File: config.mk
export PLATFORM = sky130hd
export DESIGN_NAME = keyed_wdog
export DESIGN_NICKNAME = d
export VERILOG_FILES = /design/src/rtl/keyed_wdog_pkg.sv /design/src/rtl/kwd_key_seq.sv /design/src/rtl/kwd_timebase.sv /design/src/rtl/kwd_pulse.sv /design/src/rtl/keyed_wdog.sv
export SDC_FILE = /design/constraint.sdc
export NUM_CORES = 1
export LEC_CHECK = 0
export ABC_CLOCK_PERIOD_IN_PS = 7200
export BUFFER_PORTS_ARGS = -buffer_cell sky130_fd_sc_hd__buf_2
export CAP_MARGIN = 20
export CORE_UTILIZATION = 50
export CTS_CLUSTER_SIZE = 12
export DETAILED_ROUTE_END_ITERATION = 10
export GPL_TIMING_DRIVEN = 0
export PLACE_DENSITY = 0.66
export SETUP_SLACK_MARGIN = 0.2
export SYNTH_ARGS = -nofsm -noshare
export SYNTH_HDL_FRONTEND = slang
export SYNTH_SLANG_ARGS = --single-unit
File: constraint.sdc
create_clock -name clk -period 7.2 [get_ports clk]
set_input_delay 0.72 -clock clk [delete_from_list [all_inputs] [get_ports clk]]
set_output_delay 0.72 -clock clk [all_outputs]
set_load 0.005 [all_outputs]
File: src/rtl/keyed_wdog_pkg.sv
package keyed_wdog_pkg;
  typedef enum logic {
    SEQ_IDLE = 1'b0,
    SEQ_HALF = 1'b1
  } key_st_e;

  localparam logic [7:0] KEY_FIRST  = 8'h1E;
  localparam logic [7:0] KEY_SECOND = 8'hE1;
endpackage

File: src/rtl/kwd_key_seq.sv
module kwd_key_seq
  import keyed_wdog_pkg::*;
#(
  parameter int ADDR_W = 4,
  parameter logic [ADDR_W-1:0] KEY_ADDR = '0
) (
  input  logic              clk,
  input  logic              rst_n,
  input  logic              hold,
  input  logic              wr_en,
  input  logic [ADDR_W-1:0] wr_addr,
  input  logic [7:0]        wr_data,
  output logic              refresh_o
);
  key_st_e st_q;
  logic    key_hit;

  assign key_hit   = wr_en && (wr_addr == KEY_ADDR) && !hold;
  assign refresh_o = key_hit && (st_q == SEQ_HALF) && (wr_data == KEY_SECOND);

  always_ff @(posedge clk or negedge rst_n) begin
    if (!rst_n)       st_q <= SEQ_IDLE;
    else if (hold)    st_q <= SEQ_IDLE;
    else if (key_hit) st_q <= (wr_data == KEY_FIRST) ? SEQ_HALF : SEQ_IDLE;
  end

  AST_SEQ_DONE_IDLE: assert property (@(posedge clk) disable iff (!rst_n)
    refresh_o |=> (st_q == SEQ_IDLE));
  AST_HOLD_CLEARS_SEQ: assert property (@(posedge clk) disable iff (!rst_n)
    hold |=> (st_q == SEQ_IDLE));
endmodule

File: src/rtl/kwd_timebase.sv
module kwd_timebase #(
  parameter int BASE_W = 14,
  parameter int PRE_W  = 3
) (
  input  logic             clk,
  input  logic             rst_n,
  input  logic             cyc_en,
  input  logic             refresh,
  input  logic             busy,
  input  logic [PRE_W-1:0] pre,
  output logic             armed_o,
  output logic             timeout_o
);
  localparam int NSEL  = 1 << PRE_W;
  localparam int CNT_W = BASE_W + NSEL - 1;

  logic [CNT_W-1:0] lim_tab [NSEL];
  logic [CNT_W-1:0] cnt_q;
  logic [CNT_W-1:0] limit;
  logic [CNT_W:0]   cnt_inc;
  logic             armed_q;

  for (genvar i = 0; i < NSEL; i++) begin : g_lim
    localparam logic [CNT_W:0] LIMW =
      ((CNT_W+1)'(1) << (BASE_W + i)) - (CNT_W+1)'(1);
    assign lim_tab[i] = LIMW[CNT_W-1:0];
  end

  assign limit     = lim_tab[pre];
  assign cnt_inc   = {1'b0, cnt_q} + (CNT_W+1)'(1);
  assign timeout_o = armed_q && cyc_en && !refresh && !busy &&
                     (cnt_inc >= {1'b0, limit});
  assign armed_o   = armed_q;

  always_ff @(posedge clk or negedge rst_n) begin
    if (!rst_n) begin
      armed_q <= 1'b0;
      cnt_q   <= '0;
    end else if (busy || timeout_o) begin
      armed_q <= 1'b0;
      cnt_q   <= '0;
    end else if (refresh) begin
      armed_q <= 1'b1;
      cnt_q   <= '0;
    end else if (armed_q && cyc_en) begin
      cnt_q <= cnt_inc[CNT_W-1:0];
    end
  end

  AST_ARMED_STICKY: assert property (@(posedge clk) disable iff (!rst_n)
    (armed_q && !timeout_o && !busy) |=> armed_q);
  AST_REFRESH_ZEROES: assert property (@(posedge clk) disable iff (!rst_n)
    (refresh && !busy) |=> (armed_q && cnt_q == '0));
  AST_COUNT_HOLDS: assert property (@(posedge clk) disable iff (!rst_n)
    (armed_q && !cyc_en && !refresh && !busy) |=> $stable(cnt_q));
  AST_DISARMED_IN_PULSE: assert property (@(posedge clk) disable iff (!rst_n)
    busy |=> (!armed_q && cnt_q == '0));
endmodule

File: src/rtl/kwd_pulse.sv
module kwd_pulse #(
  parameter int FAST_LEN = 96,
  parameter int SLOW_LEN = 192
) (
  input  logic clk,
  input  logic rst_n,
  input  logic fire,
  input  logic fast_mode,
  output logic active_o
);
  localparam int MAXL  = (FAST_LEN > SLOW_LEN) ? FAST_LEN : SLOW_LEN;
  localparam int LEN_W = $clog2(MAXL + 1);

  logic [LEN_W-1:0] rem_q;

  always_ff @(posedge clk or negedge rst_n) begin
    if (!rst_n)             rem_q <= '0;
    else if (fire)          rem_q <= fast_mode ? LEN_W'(FAST_LEN) : LEN_W'(SLOW_LEN);
    else if (rem_q != '0)   rem_q <= rem_q - LEN_W'(1);
  end

  assign active_o = (rem_q != '0);

  AST_PULSE_START: assert property (@(posedge clk) disable iff (!rst_n)
    fire |=> active_o);
  AST_NO_REFIRE: assert property (@(posedge clk) disable iff (!rst_n)
    active_o |-> !fire);
endmodule

File: src/rtl/keyed_wdog.sv
module keyed_wdog
  import keyed_wdog_pkg::*;
#(
  parameter int ADDR_W = 4,
  parameter logic [ADDR_W-1:0] KEY_ADDR = ADDR_W'(0),
  parameter logic [ADDR_W-1:0] PRE_ADDR = ADDR_W'(1),
  parameter int BASE_W   = 14,
  parameter int PRE_W    = 3,
  parameter int FAST_LEN = 96,
  parameter int SLOW_LEN = 192
) (
  input  logic              clk,
  input  logic              rst_n,
  input  logic              wr_en,
  input  logic [ADDR_W-1:0] wr_addr,
  input  logic [7:0]        wr_data,
  input  logic              cyc_en,
  input  logic              fast_mode,
  output logic              wdt_rst_o
);
  logic             busy;
  logic             refresh;
  logic             armed;
  logic             timeout;
  logic [PRE_W-1:0] pre_q;

  always_ff @(posedge clk or negedge rst_n) begin
    if (!rst_n)
      pre_q <= '0;
    else if (wr_en && (wr_addr == PRE_ADDR) && !busy)
      pre_q <= wr_data[PRE_W-1:0];
  end

  kwd_key_seq #(.ADDR_W(ADDR_W), .KEY_ADDR(KEY_ADDR)) u_key (
    .clk(clk), .rst_n(rst_n), .hold(busy),
    .wr_en(wr_en), .wr_addr(wr_addr), .wr_data(wr_data),
    .refresh_o(refresh)
  );

  kwd_timebase #(.BASE_W(BASE_W), .PRE_W(PRE_W)) u_tb (
    .clk(clk), .rst_n(rst_n), .cyc_en(cyc_en), .refresh(refresh),
    .busy(busy), .pre(pre_q), .armed_o(armed), .timeout_o(timeout)
  );

  kwd_pulse #(.FAST_LEN(FAST_LEN), .SLOW_LEN(SLOW_LEN)) u_pulse (
    .clk(clk), .rst_n(rst_n), .fire(timeout), .fast_mode(fast_mode),
    .active_o(busy)
  );

  assign wdt_rst_o = busy;

  AST_ARM_BY_KEY: assert property (@(posedge clk) disable iff (!rst_n)
    $rose(armed) |-> $past(wr_en && wr_addr == KEY_ADDR && wr_data == KEY_SECOND));
  AST_PULSE_NEEDS_ARM: assert property (@(posedge clk) disable iff (!rst_n)
    $rose(wdt_rst_o) |-> $past(armed));
  AST_PRE_FROZEN_IN_PULSE: assert property (@(posedge clk) disable iff (!rst_n)
    wdt_rst_o |=> $stable(pre_q));
  AST_PULSE_DISARMS: assert property (@(posedge clk) disable iff (!rst_n)
    wdt_rst_o |-> !armed);
endmodule

==> results of run 1 <==
placed cells by master, fill, tap and decap left out, drive strengths merged, types with 2 or more instances in the layout:
cell	netlist	layout
a211oi	8	8
a21o	8	8
a21oi	5	5
a221o	8	8
a22o	5	5
and2	2	2
and3	3	3
and4	3	3
and4b	3	3
buf	10	27
clkbuf	5	10
clkinvlp	0	2
dfrtp	34	34
ha	10	10
inv	9	9
mux2	2	2
nand2	32	32
nand2b	4	4
nand3	17	17
nand4	8	8
nor2	17	17
nor3	16	16
nor4	7	7
nor4b	2	2
o211ai	2	2
o21ai	9	9
or2	4	4
or3	2	2
or4	2	2
xnor2	9	9
power groups by stage:
stage	clock, mW	combinational, mW	sequential (mW)
2_1_floorplan	0	0.00137	0.195
4_1_cts	0.184	0.0104	0.191
3_5_place_dp	0	0.0104	0.195
3_3_place_gp	0	0.0102	0.195
6_report	0.180	0.0102	0.191
5_1_grt	0.195	0.0115	0.191
synthesized netlist by cell type, types with 3 or more instances:
cell | number | area share [%]
nor3_1 | 12 | 2.4
a22o_1 | 4 | 1.4
nor4_1 | 6 | 1.5
o21ai_0 | 8 | 1.6
a221o_1 | 8 | 3.2
a211oi_2 | 4 | 2.0
a21o_1 | 7 | 2.1
dfrtp_1 | 34 | 34
nand3_1 | 17 | 3.4
xnor2_1 | 9 | 3.2
or2_2 | 3 | 0.75
a21oi_1 | 5 | 1.0
ha_1 | 10 | 5.0
nor3_2 | 3 | 1.2
nand2_1 | 32 | 4.8
nand2b_1 | 4 | 1.0
clkbuf_2 | 3 | 0.60
inv_1 | 8 | 1.2
nand4_1 | 8 | 2.0
nor2_1 | 16 | 2.4
buf_4 | 3 | 0.90
and4b_1 | 3 | 1.2
a211oi_1 | 4 | 1.2
per-stage QoR:
step	hold WS, ns	worst slack, ns	total power, mW	cells	util (%)
after global placement	0.486	3.23	0.205	354	56.1
after CTS	0.506	3.20	0.385	362	58.4
after detailed placement	0.494	3.23	0.205	354	56.1
final	0.496	3.20	0.381	362	58.4
after floorplan	0.424	3.82	0.196	270	-
after global routing	0.512	2.92	0.397	362	58.4
cell type report:
cell class | count | area, um^2 | share of cell area, %
well taps | 67 | 83.8 | 3.02
inverters | 9 | 33.8 | 1.22
multi-input cells | 212 | 1500 | 54.0
repair buffers | 17 | 85.1 | 3.06
plain buffers | 15 | 111 | 4.01
flip-flops and latches | 34 | 851 | 30.6
clock inverters | 3 | 45.0 | 1.62
clock buffers | 5 | 68.8 | 2.48
registers in the layout, indices dropped and copies added (netlist names):
signal,count
u_tb.armed_o,1
u_key.st_q,1
u_tb.cnt_q,21
u_pulse.rem_q,8
pre_q,3
cells by family after synthesis:
group                      share of synthesized area [%]
AOI/OAI and AO/OA                                   21.2
DFF                                                 34.1
buffers and inverters                               5.81
adders and majority gates                           5.01
muxes                                              0.902
xor gates and xnor gates                            3.51
and+or+nand+nor                                     29.5
critical path, stage by stage, from the launching register on:
cell	delay [ns]
dfrtp_1	0.50
ha_1	0.25
buf_6	0.15
nand4_1	0.10
nor4_1	0.50
nand2_1	0.15
xnor2_1	0.19
ha_1	0.31
nand3_1	0.20
a2111o_1	0.42
a221oi_2	0.20
and4_4	0.29
buf_8	0.14
buf_8	0.16
nor3_2	0.05
a221o_1	0.26
worst paths after layout:
path                               endpoint  slack [ns]  cells after the start
setup / recovery             u_tb.cnt_q[15]        3.20                     15
hold / removal                u_tb.cnt_q[7]        0.50                      1
setup reg to reg             u_tb.cnt_q[15]        3.20                     15
hold reg to reg            u_pulse.rem_q[4]        0.50                      1
max in group asynchronous          pre_q[0]        6.19                      1
min in group clk           u_pulse.rem_q[4]        0.50                      1
metal layers:
metal / track usage [%] / share of wire, %
met4: 7.63 / 1.7
met3: 4.28 / 3.6
met1: 32.5 / 48
met5: 0 / 0
met2: 35.2 / 47
==> results.py, run 1 <==
metrics = {
    "drt": {
        "remaining_drc_errors": 0,
        "vias": 2177,
        "ant_nets": 0,
        "wl_mm": 5.52,
        "via_per_inst": 6.01,
        "drt_iter0_drc": 153,
        "drtPass1Iterations": 4,
        "wl_per_cell_um": 15.2,
    },
    "critical_path": {
        "crit_fanout": 10,
        "crit_start": "u_tb.cnt_q[0]",
        "crit_path_start_kind": "flop",
        "criticalPathCategory": "reg2reg",
        "critPathRequiredTime_ns": 7.37,
        "endpoint_kind": "flop",
        "worstPathArrival_ns": 4.17,
        "r2r-start": "u_tb.cnt_q[0]",
    },
    "synthesis": {
        "yosysSeqAreaShare_pct": 34.1,
        "synth_edf_count": 0,
        "synth_top_flop_cell": "dfrtp_1",
        "synth_cell_types": 72,
        "synthArstFlopShare_pct": 100,
        "ys_seq_elements": 34,
        "synth_cells": 270,
        "synth_warnings": 0,
        "syn_nets": 297,
        "mappedNetlistArea_mm2": 0.00250,
        "syn_area_per_cell_um2": 9.24,
    },
    "die": {
        "die_height_um": 72.7,
        "initial_core_util_pct": 52.5,
        "placementRows": 25,
        "coreArea_mm2": 0.00475,
        "ios": 18,
        "die_x_um": 72.7,
        "dieArea_mm2": 0.00528,
    },
    "clock_network": {
        "cts_tree": "done",
        "post-cts-setup-buffers": 0,
        "postCtsResizedCells": 0,
        "cts_buffers": 5,
        "ctsLongestPathBuffers": 2,
        "cts.clk_slew.worst_paths_ns": 0.08,
        "clkLatencyLatePin_ns": 0.30,
        "ctsHoldBuffers": 0,
        "clock_sinks": 34,
        "cts_root_buf": "clkbuf_8",
        "cts_htree_levels": 2,
    },
    "sta": {
        "totalNegativeSetupSlack_ns": 0,
        "min_period_over_period_pct": 55.5,
        "tightest_slew_ns": 0.784,
        "fmax_mhz": 250,
        "fin_skew_ns": 0.0146,
        "rsz0062_at_grt": "false",
        "slew_headroom_pct": 47.7,
        "drv_slew": 0,
        "finalCriticalPeriod_ns": 4.00,
        "setup_viol": 0,
        "hold_viol_final": 0,
    },
    "cells_and_area": {
        "nNetsFinal": 321,
        "area_delta_synth_final_pct": 11.3,
        "drive_above_1_share_pct": 23.1,
        "fin_area_mm2": 0.00278,
        "fillers": 436,
        "n_antenna_cell": 0,
    },
    "grt": {
        "grt_pass1_wl_mm": 9.25,
        "antenna_found_initial": 0,
        "grt-ovfl-total": 0,
        "grt_pass1_vias": 1951,
        "track_usage_pct": 22.9,
        "grt_start_max_net_pins": 35,
    },
    "power": {
        "p_int_mw": 0.298,
        "pwr_density_cell_mw_per_mm2": 137,
        "vdd_drop_max_uv": 95.5,
        "p_leak_nw": 1.16,
        "clkPwrFrac_pct": 47.3,
        "switching_share_pct": 21.9,
        "p_comb_share_pct": 2.7,
        "p_seq_share_pct": 50.1,
        "switching_power_mw": 0.0834,
    },
    "placement": {
        "port_buffers": 17,
        "dp_hpwl_mm": 4.01,
        "gp_congestion": 0.829,
        "place_area_mm2": 0.00267,
    },
    "job": {
        "max-cap-violations": 0,
    },
    "run_status": {
        "outcome": "finished, final reports clean",
    },
    "min_path": {
        "hold_class": "in2async",
    },
}
Note: power is estimated with default switching activity, not from simulation.
==> inputs of run 2 (changes only) <==
ABC_CLOCK_PERIOD_IN_PS = 3450   (was 7200)
PLACE_DENSITY = 0.69   (was 0.66)
clock period = 3.45 ns   (was 7.2 ns; I/O delays follow)
==> results.py, run 2 (synthesis gave the netlist of run 1 again) <==
metrics = {
    "drt": {
        "wl_mm": 6.09,
        "wl_per_cell_um": 15.6,
        "drtPass1Iterations": 4,
        "remaining_drc_errors": 0,
        "ant_nets": 0,
        "vias": 2257,
        "drt_iter0_drc": 169,
        "via_per_inst": 5.80,
    },
    "sta": {
        "fmax_mhz": 294,
        "drv_slew": 0,
        "setup_viol": 0,
        "rsz0062_at_grt": "true",
        "slew_headroom_pct": 48.5,
        "fin_skew_ns": 0.00953,
        "finalCriticalPeriod_ns": 3.41,
        "hold_viol_final": 0,
        "holdWs_ns": 0.114,
        "min_period_over_period_pct": 98.7,
        "tightest_slew_ns": 0.765,
    },
    "critical_path": {
        "critPathBufInv": 6,
        "worstPathArrival_ns": 3.58,
        "path_cells": "buf_6, nand4_1, buf_6, nor4_4, buf_4, buf_4, nand3_4, xnor2_4, ha_4, nand4_1, a2111o_1, a221oi_2, and4_4, buf_8, buf_12, nor3_2, a221o_1",
        "criticalPathCategory": "reg2reg",
        "endpoint_kind": "flop",
        "slowest_stage": "dfrtp_1",
        "crit_path_start_kind": "flop",
        "critPathRequiredTime_ns": 3.63,
        "slowest_delay_ns": 0.34,
        "crit_fanout": 9,
        "crit_family": "simple AND/OR/NAND/NOR gates",
    },
    "grt": {
        "grt-ovfl-total": 0,
        "antenna_found_initial": 0,
        "track_usage_pct": 24.5,
        "grt_start_max_net_pins": 35,
        "grt_pass1_wl_mm": 9.78,
        "grt_pass1_vias": 2007,
    },
    "cells_and_area": {
        "final_cell_mix": "32 x nand2_1, 30 x dfrtp_1, 27 x buf_4, 17 x buf_2, 16 x nor2_1",
        "n_antenna_cell": 0,
        "largest_reg_flops": 21,
        "top_regs": "u_tb.cnt_q: 21 flops, u_pulse.rem_q: 8 flops, pre_q: 3 flops",
        "regArea_um2": 856,
        "fillers": 403,
        "fin_area_mm2": 0.00318,
        "nNetsFinal": 348,
        "area_delta_synth_final_pct": 27.6,
        "drive_above_1_share_pct": 36.0,
        "final_common_cell": "nand2_1",
        "multi_input_area_mm2": 0.00167,
        "regMostFlops": "u_tb.cnt_q",
    },
    "clock_network": {
        "ctsHoldBuffers": 0,
        "cts_htree_levels": 2,
        "cts_buffers": 5,
        "ctsLongestPathBuffers": 2,
        "cts_root_buf": "clkbuf_8",
        "cts.clk_slew.worst_paths_ns": 0.08,
        "clock_sinks": 34,
        "cts_tree": "done",
        "clkLatencyLatePin_ns": 0.30,
    },
    "min_path": {
        "hold_class": "in2async",
    },
    "placement": {
        "place_area_mm2": 0.00268,
        "gp_congestion": 0.855,
        "dp_hpwl_mm": 3.96,
        "port_buffers": 17,
    },
    "die": {
        "ios": 18,
        "placementRows": 25,
        "dieArea_mm2": 0.00528,
        "die_x_um": 72.7,
        "initial_core_util_pct": 52.5,
        "die_height_um": 72.7,
        "coreArea_mm2": 0.00475,
    },
    "power": {
        "p_leak_nw": 1.37,
        "pwr_density_cell_mw_per_mm2": 230,
        "power.total_mw": 0.732,
        "vdd_drop_max_uv": 177,
    },
    "job": {
        "max-cap-violations": 0,
    },
    "run_status": {
        "outcome": "finished, final reports clean",
    },
}
-- run 2: cell types whose count changed in the layout (fill, tap and decap cells not counted), sizes merged --
cell / previous run / this run
bufinv: 1 / 0
clkinvlp: 2 / 0
clkbuf: 10 / 12
clkinv: 0 / 1
buf: 27 / 54
-- run 2: metrics by stage --
stage                     util (%)  cells  setup WS, ns  setup TNS [ns]
final                         67.0    389        0.0448               0
after global routing          67.0    389       -0.0819          -0.756
after CTS                     64.3    380       0.00647               0
after detailed placement      56.3    354        -0.269           -3.49
after global placement        56.3    354        -0.240           -2.73
after floorplan                  -    270         0.212               0
-- run 2: final cells by class --
class / instances / area share [%]
buffer: 15 / 4.32
clock buffer: 7 / 2.71
clock inverter: 1 / 0.157
inverter: 9 / 1.06
multi-input combinational: 212 / 52.6
sequential: 34 / 26.9
tap: 67 / 2.63
timing repair buffer: 44 / 9.67
-- run 2: path summary, 6_finish.rpt --
path                                   from          endpoint  slack [ns]  depth (start not counted)
min in group clk                 wr_data[2]          pre_q[2]        0.30                          3
setup / recovery              u_tb.cnt_q[6]    u_tb.cnt_q[15]        0.04                         17
hold / removal                        rst_n     u_tb.cnt_q[7]        0.11                          1
max in group asynchronous             rst_n     u_tb.cnt_q[1]        2.79                          1
hold reg to reg            u_pulse.rem_q[4]  u_pulse.rem_q[4]        0.51                          1
setup reg to reg              u_tb.cnt_q[6]    u_tb.cnt_q[15]        0.04                         17
-- run 2: what timing repair did --
action	CTS	global route
pin swaps	20	13
setup buffers	17	9
gates cloned	1	0
gates resized for setup	28	10
setup endpoints to repair	27	27
endpoints found under the hold margin	0	0
-- run 2: per-layer routing --
layer | up-vias | wire length [um] | GRT usage [%]
met5 | - | 0 | 0
met4 | 0 | 144 | 9.59
met3 | 12 | 203 | 4.56
met2 | 46 | 2850 | 38.1
met1 | 1077 | 2880 | 33.7
li1 | 1122 | - | -
-- run 2: power by group --
| group | switching (mW) | leakage [nW] | internal (mW) |
|---|---|---|---|
| logic | 0.0131 | 0.867 | 0.00808 |
| registers | 0 | 0.456 | 0.398 |
| clock network | 0.152 | 0.0482 | 0.161 |
| total | 0.165 | 1.37 | 0.568 |
-- run 2: worst reg2reg max path, cell delays in order, from the launching register on --
cell and delay [ns]:
dfrtp_1 0.34, buf_6 0.13, nand4_1 0.11, buf_6 0.16, nor4_4 0.25, buf_4 0.17
buf_4 0.12, nand3_4 0.08, xnor2_4 0.18, ha_4 0.28, nand4_1 0.10, a2111o_1 0.31
a221oi_2 0.20, and4_4 0.29, buf_8 0.13, buf_12 0.13, nor3_2 0.04, a221o_1 0.26
==> inputs of run 3 (changes only) <==
ABC_CLOCK_PERIOD_IN_PS = 3650   (was 3450)
PLACE_DENSITY = 0.66   (was 0.69)
clock period = 3.65 ns   (was 3.45 ns; I/O delays follow)
==> results.py, run 3 (synthesis gave the netlist of run 1 again) <==
metrics = {
    "run_status": {
        "outcome": "finished, final reports clean",
    },
    "cells_and_area": {
        "final_common_cell": "nand2_1",
        "area_delta_synth_final_pct": 31.1,
        "fin_area_mm2": 0.00327,
        "fin_util_pct": 68.8,
        "n_antenna_cell": 0,
        "nNetsFinal": 351,
        "largest_reg_flops": 21,
        "drive_above_1_share_pct": 36.6,
        "fillers": 373,
        "final_cell_mix": "31 x nand2_1, 30 x dfrtp_1, 25 x buf_4, 17 x buf_2, 16 x nor2_1",
        "top_regs": "u_tb.cnt_q: 21 flops, u_pulse.rem_q: 8 flops, pre_q: 3 flops",
        "regMostFlops": "u_tb.cnt_q",
    },
    "drt": {
        "ant_nets": 0,
        "vias": 2345,
        "wl_met2_mm": 3.10,
        "drt_iter0_drc": 171,
        "via_per_inst": 5.98,
        "wl_per_cell_um": 16.1,
        "drtPass1Iterations": 4,
        "remaining_drc_errors": 0,
        "wl_met1_mm": 2.89,
        "route.met3.wl_um": 252,
        "highest_layer": "met4",
        "wl_mm": 6.29,
    },
    "sta": {
        "totalNegativeSetupSlack_ns": 0,
        "slew_headroom_pct": 47.9,
        "fmax_mhz": 290,
        "rsz0062_at_grt": "true",
        "finalCriticalPeriod_ns": 3.45,
        "hold_viol_final": 0,
        "drv_slew": 0,
        "fin_skew_ns": 0.0171,
        "fin_ws_ns": 0.200,
        "tightest_slew_ns": 0.781,
        "min_period_over_period_pct": 94.5,
        "setup_viol": 0,
    },
    "critical_path": {
        "r2r-start": "u_tb.cnt_q[12]",
        "crit_fanout": 8,
        "ff2ff_setup_slack_ns": 0.20,
        "criticalPathCategory": "reg2reg",
        "endpoint_kind": "flop",
        "critPathRequiredTime_ns": 3.82,
        "crit_path_start_kind": "flop",
        "r2r_end": "u_tb.cnt_q[15]",
        "r2r_cells": 15,
        "crit_start": "u_tb.cnt_q[12]",
        "worstPathArrival_ns": 3.62,
        "cp-endpoint": "u_tb.cnt_q[15]",
    },
    "power": {
        "vdd_drop_max_uv": 235,
        "clkPwrFrac_pct": 47.4,
        "switching_share_pct": 22.1,
        "p_int_mw": 0.587,
        "p_leak_nw": 1.43,
        "switching_power_mw": 0.167,
        "pwr_density_cell_mw_per_mm2": 230,
        "power.total_mw": 0.754,
        "p_seq_share_pct": 49.9,
        "p_comb_share_pct": 2.7,
    },
    "job": {
        "max-cap-violations": 0,
    },
    "min_path": {
        "hold_class": "in2async",
    },
    "clock_network": {
        "cts.clk_slew.worst_paths_ns": 0.09,
        "clock_sinks": 34,
        "cts_buffers": 5,
        "ctsHoldBuffers": 0,
        "cts_tree": "done",
        "ctsLongestPathBuffers": 2,
        "cts_root_buf": "clkbuf_8",
        "cts_htree_levels": 2,
        "clkLatencyLatePin_ns": 0.30,
    },
    "grt": {
        "grt_pass1_wl_mm": 9.76,
        "grt_start_max_net_pins": 35,
        "grt-ovfl-total": 0,
        "grt_pass1_vias": 2002,
        "antenna_found_initial": 0,
        "track_usage_pct": 24.1,
    },
    "placement": {
        "port_buffers": 17,
        "dp_hpwl_mm": 4.01,
        "pre_cts_ws_ns": -0.324,
        "gp_congestion": 0.829,
        "place_area_mm2": 0.00267,
    },
    "die": {
        "ios": 18,
        "die_x_um": 72.7,
        "placementRows": 25,
        "die_height_um": 72.7,
        "initial_core_util_pct": 52.5,
        "dieArea_mm2": 0.00528,
        "coreArea_mm2": 0.00475,
    },
}
## run 3: cell count changes in the layout (fill, tap and decap cells not counted), sizes merged
| cell | change |
|---|---|
| buf | +2 |
| clkinvlp | +2 |
| bufinv | +1 |
| clkbuf | -1 |
| clkinv | -1 |
## run 3: area by class of cell
type / instances / area (um^2) / share of cell area, %
flip-flops and latches: 34 / 856 / 26.2
inverters: 9 / 33.8 / 1.03
well taps: 67 / 83.8 / 2.56
clock inverters: 3 / 45.0 / 1.38
repair buffers: 47 / 364 / 11.1
plain buffers: 15 / 148 / 4.51
clock buffers: 5 / 68.8 / 2.10
multi-input cells: 212 / 1670 / 51.1
## run 3: power by group through the flow
stage / Clock [mW] / Combinational, mW / Sequential [mW]
after global routing: 0.384 / 0.0226 / 0.376
after floorplan: 0 / 0.00271 / 0.384
after detailed placement: 0 / 0.0206 / 0.384
after global placement: 0 / 0.0202 / 0.384
final: 0.357 / 0.0200 / 0.376
after CTS: 0.363 / 0.0206 / 0.376
## run 3: layer usage
| metal | global-route usage [%] | up-vias |
|---|---|---|
| li1 | - | 1125 |
| met1 | 34.7 | 1170 |
| met2 | 37.8 | 43 |
| met3 | 4.14 | 7 |
| met4 | 5.88 | 0 |
| met5 | 0 | - |
## run 3: worst min path at each step
stage,startpoint,end,slack (ns),cells after the start
after floorplan,rst_n,pre_q[0],0.07,0
after global placement,rst_n,u_tb.cnt_q[7],0.49,1
after detailed placement,rst_n,u_tb.cnt_q[7],0.49,1
after CTS,rst_n,u_tb.cnt_q[7],0.17,1
after global routing,rst_n,u_tb.cnt_q[7],0.20,1
final,rst_n,u_tb.cnt_q[7],0.13,1
## run 3: through the flow
stage	hold slack, ns	instances
2_1_floorplan	0.0694	270
3_3_place_gp	0.486	354
3_5_place_dp	0.491	354
4_1_cts	0.169	376
5_1_grt	0.203	392
6_report	0.134	392
## run 3: what timing repair did
| action | in CTS | in global routing |
|---|---|---|
| pin swaps | 11 | 18 |
| gates resized for setup | 22 | 29 |
| setup endpoints to repair | 27 | 25 |
| gates cloned | 0 | 3 |
| setup buffers | 14 | 13 |
## run 3: critical path, cell delays in order (launching register included)
cell and delay, ns:
dfrtp_1 0.34, clkbuf_4 0.18, nand4_1 0.16, nor4_4 0.37, buf_4 0.18, nand2_2 0.06
xnor2_1 0.13, ha_1 0.31, nand4_1 0.11, a2111o_1 0.42, a221oi_2 0.20, and4_4 0.31
buf_8 0.14, buf_12 0.12, nor3_2 0.04, a221o_1 0.26
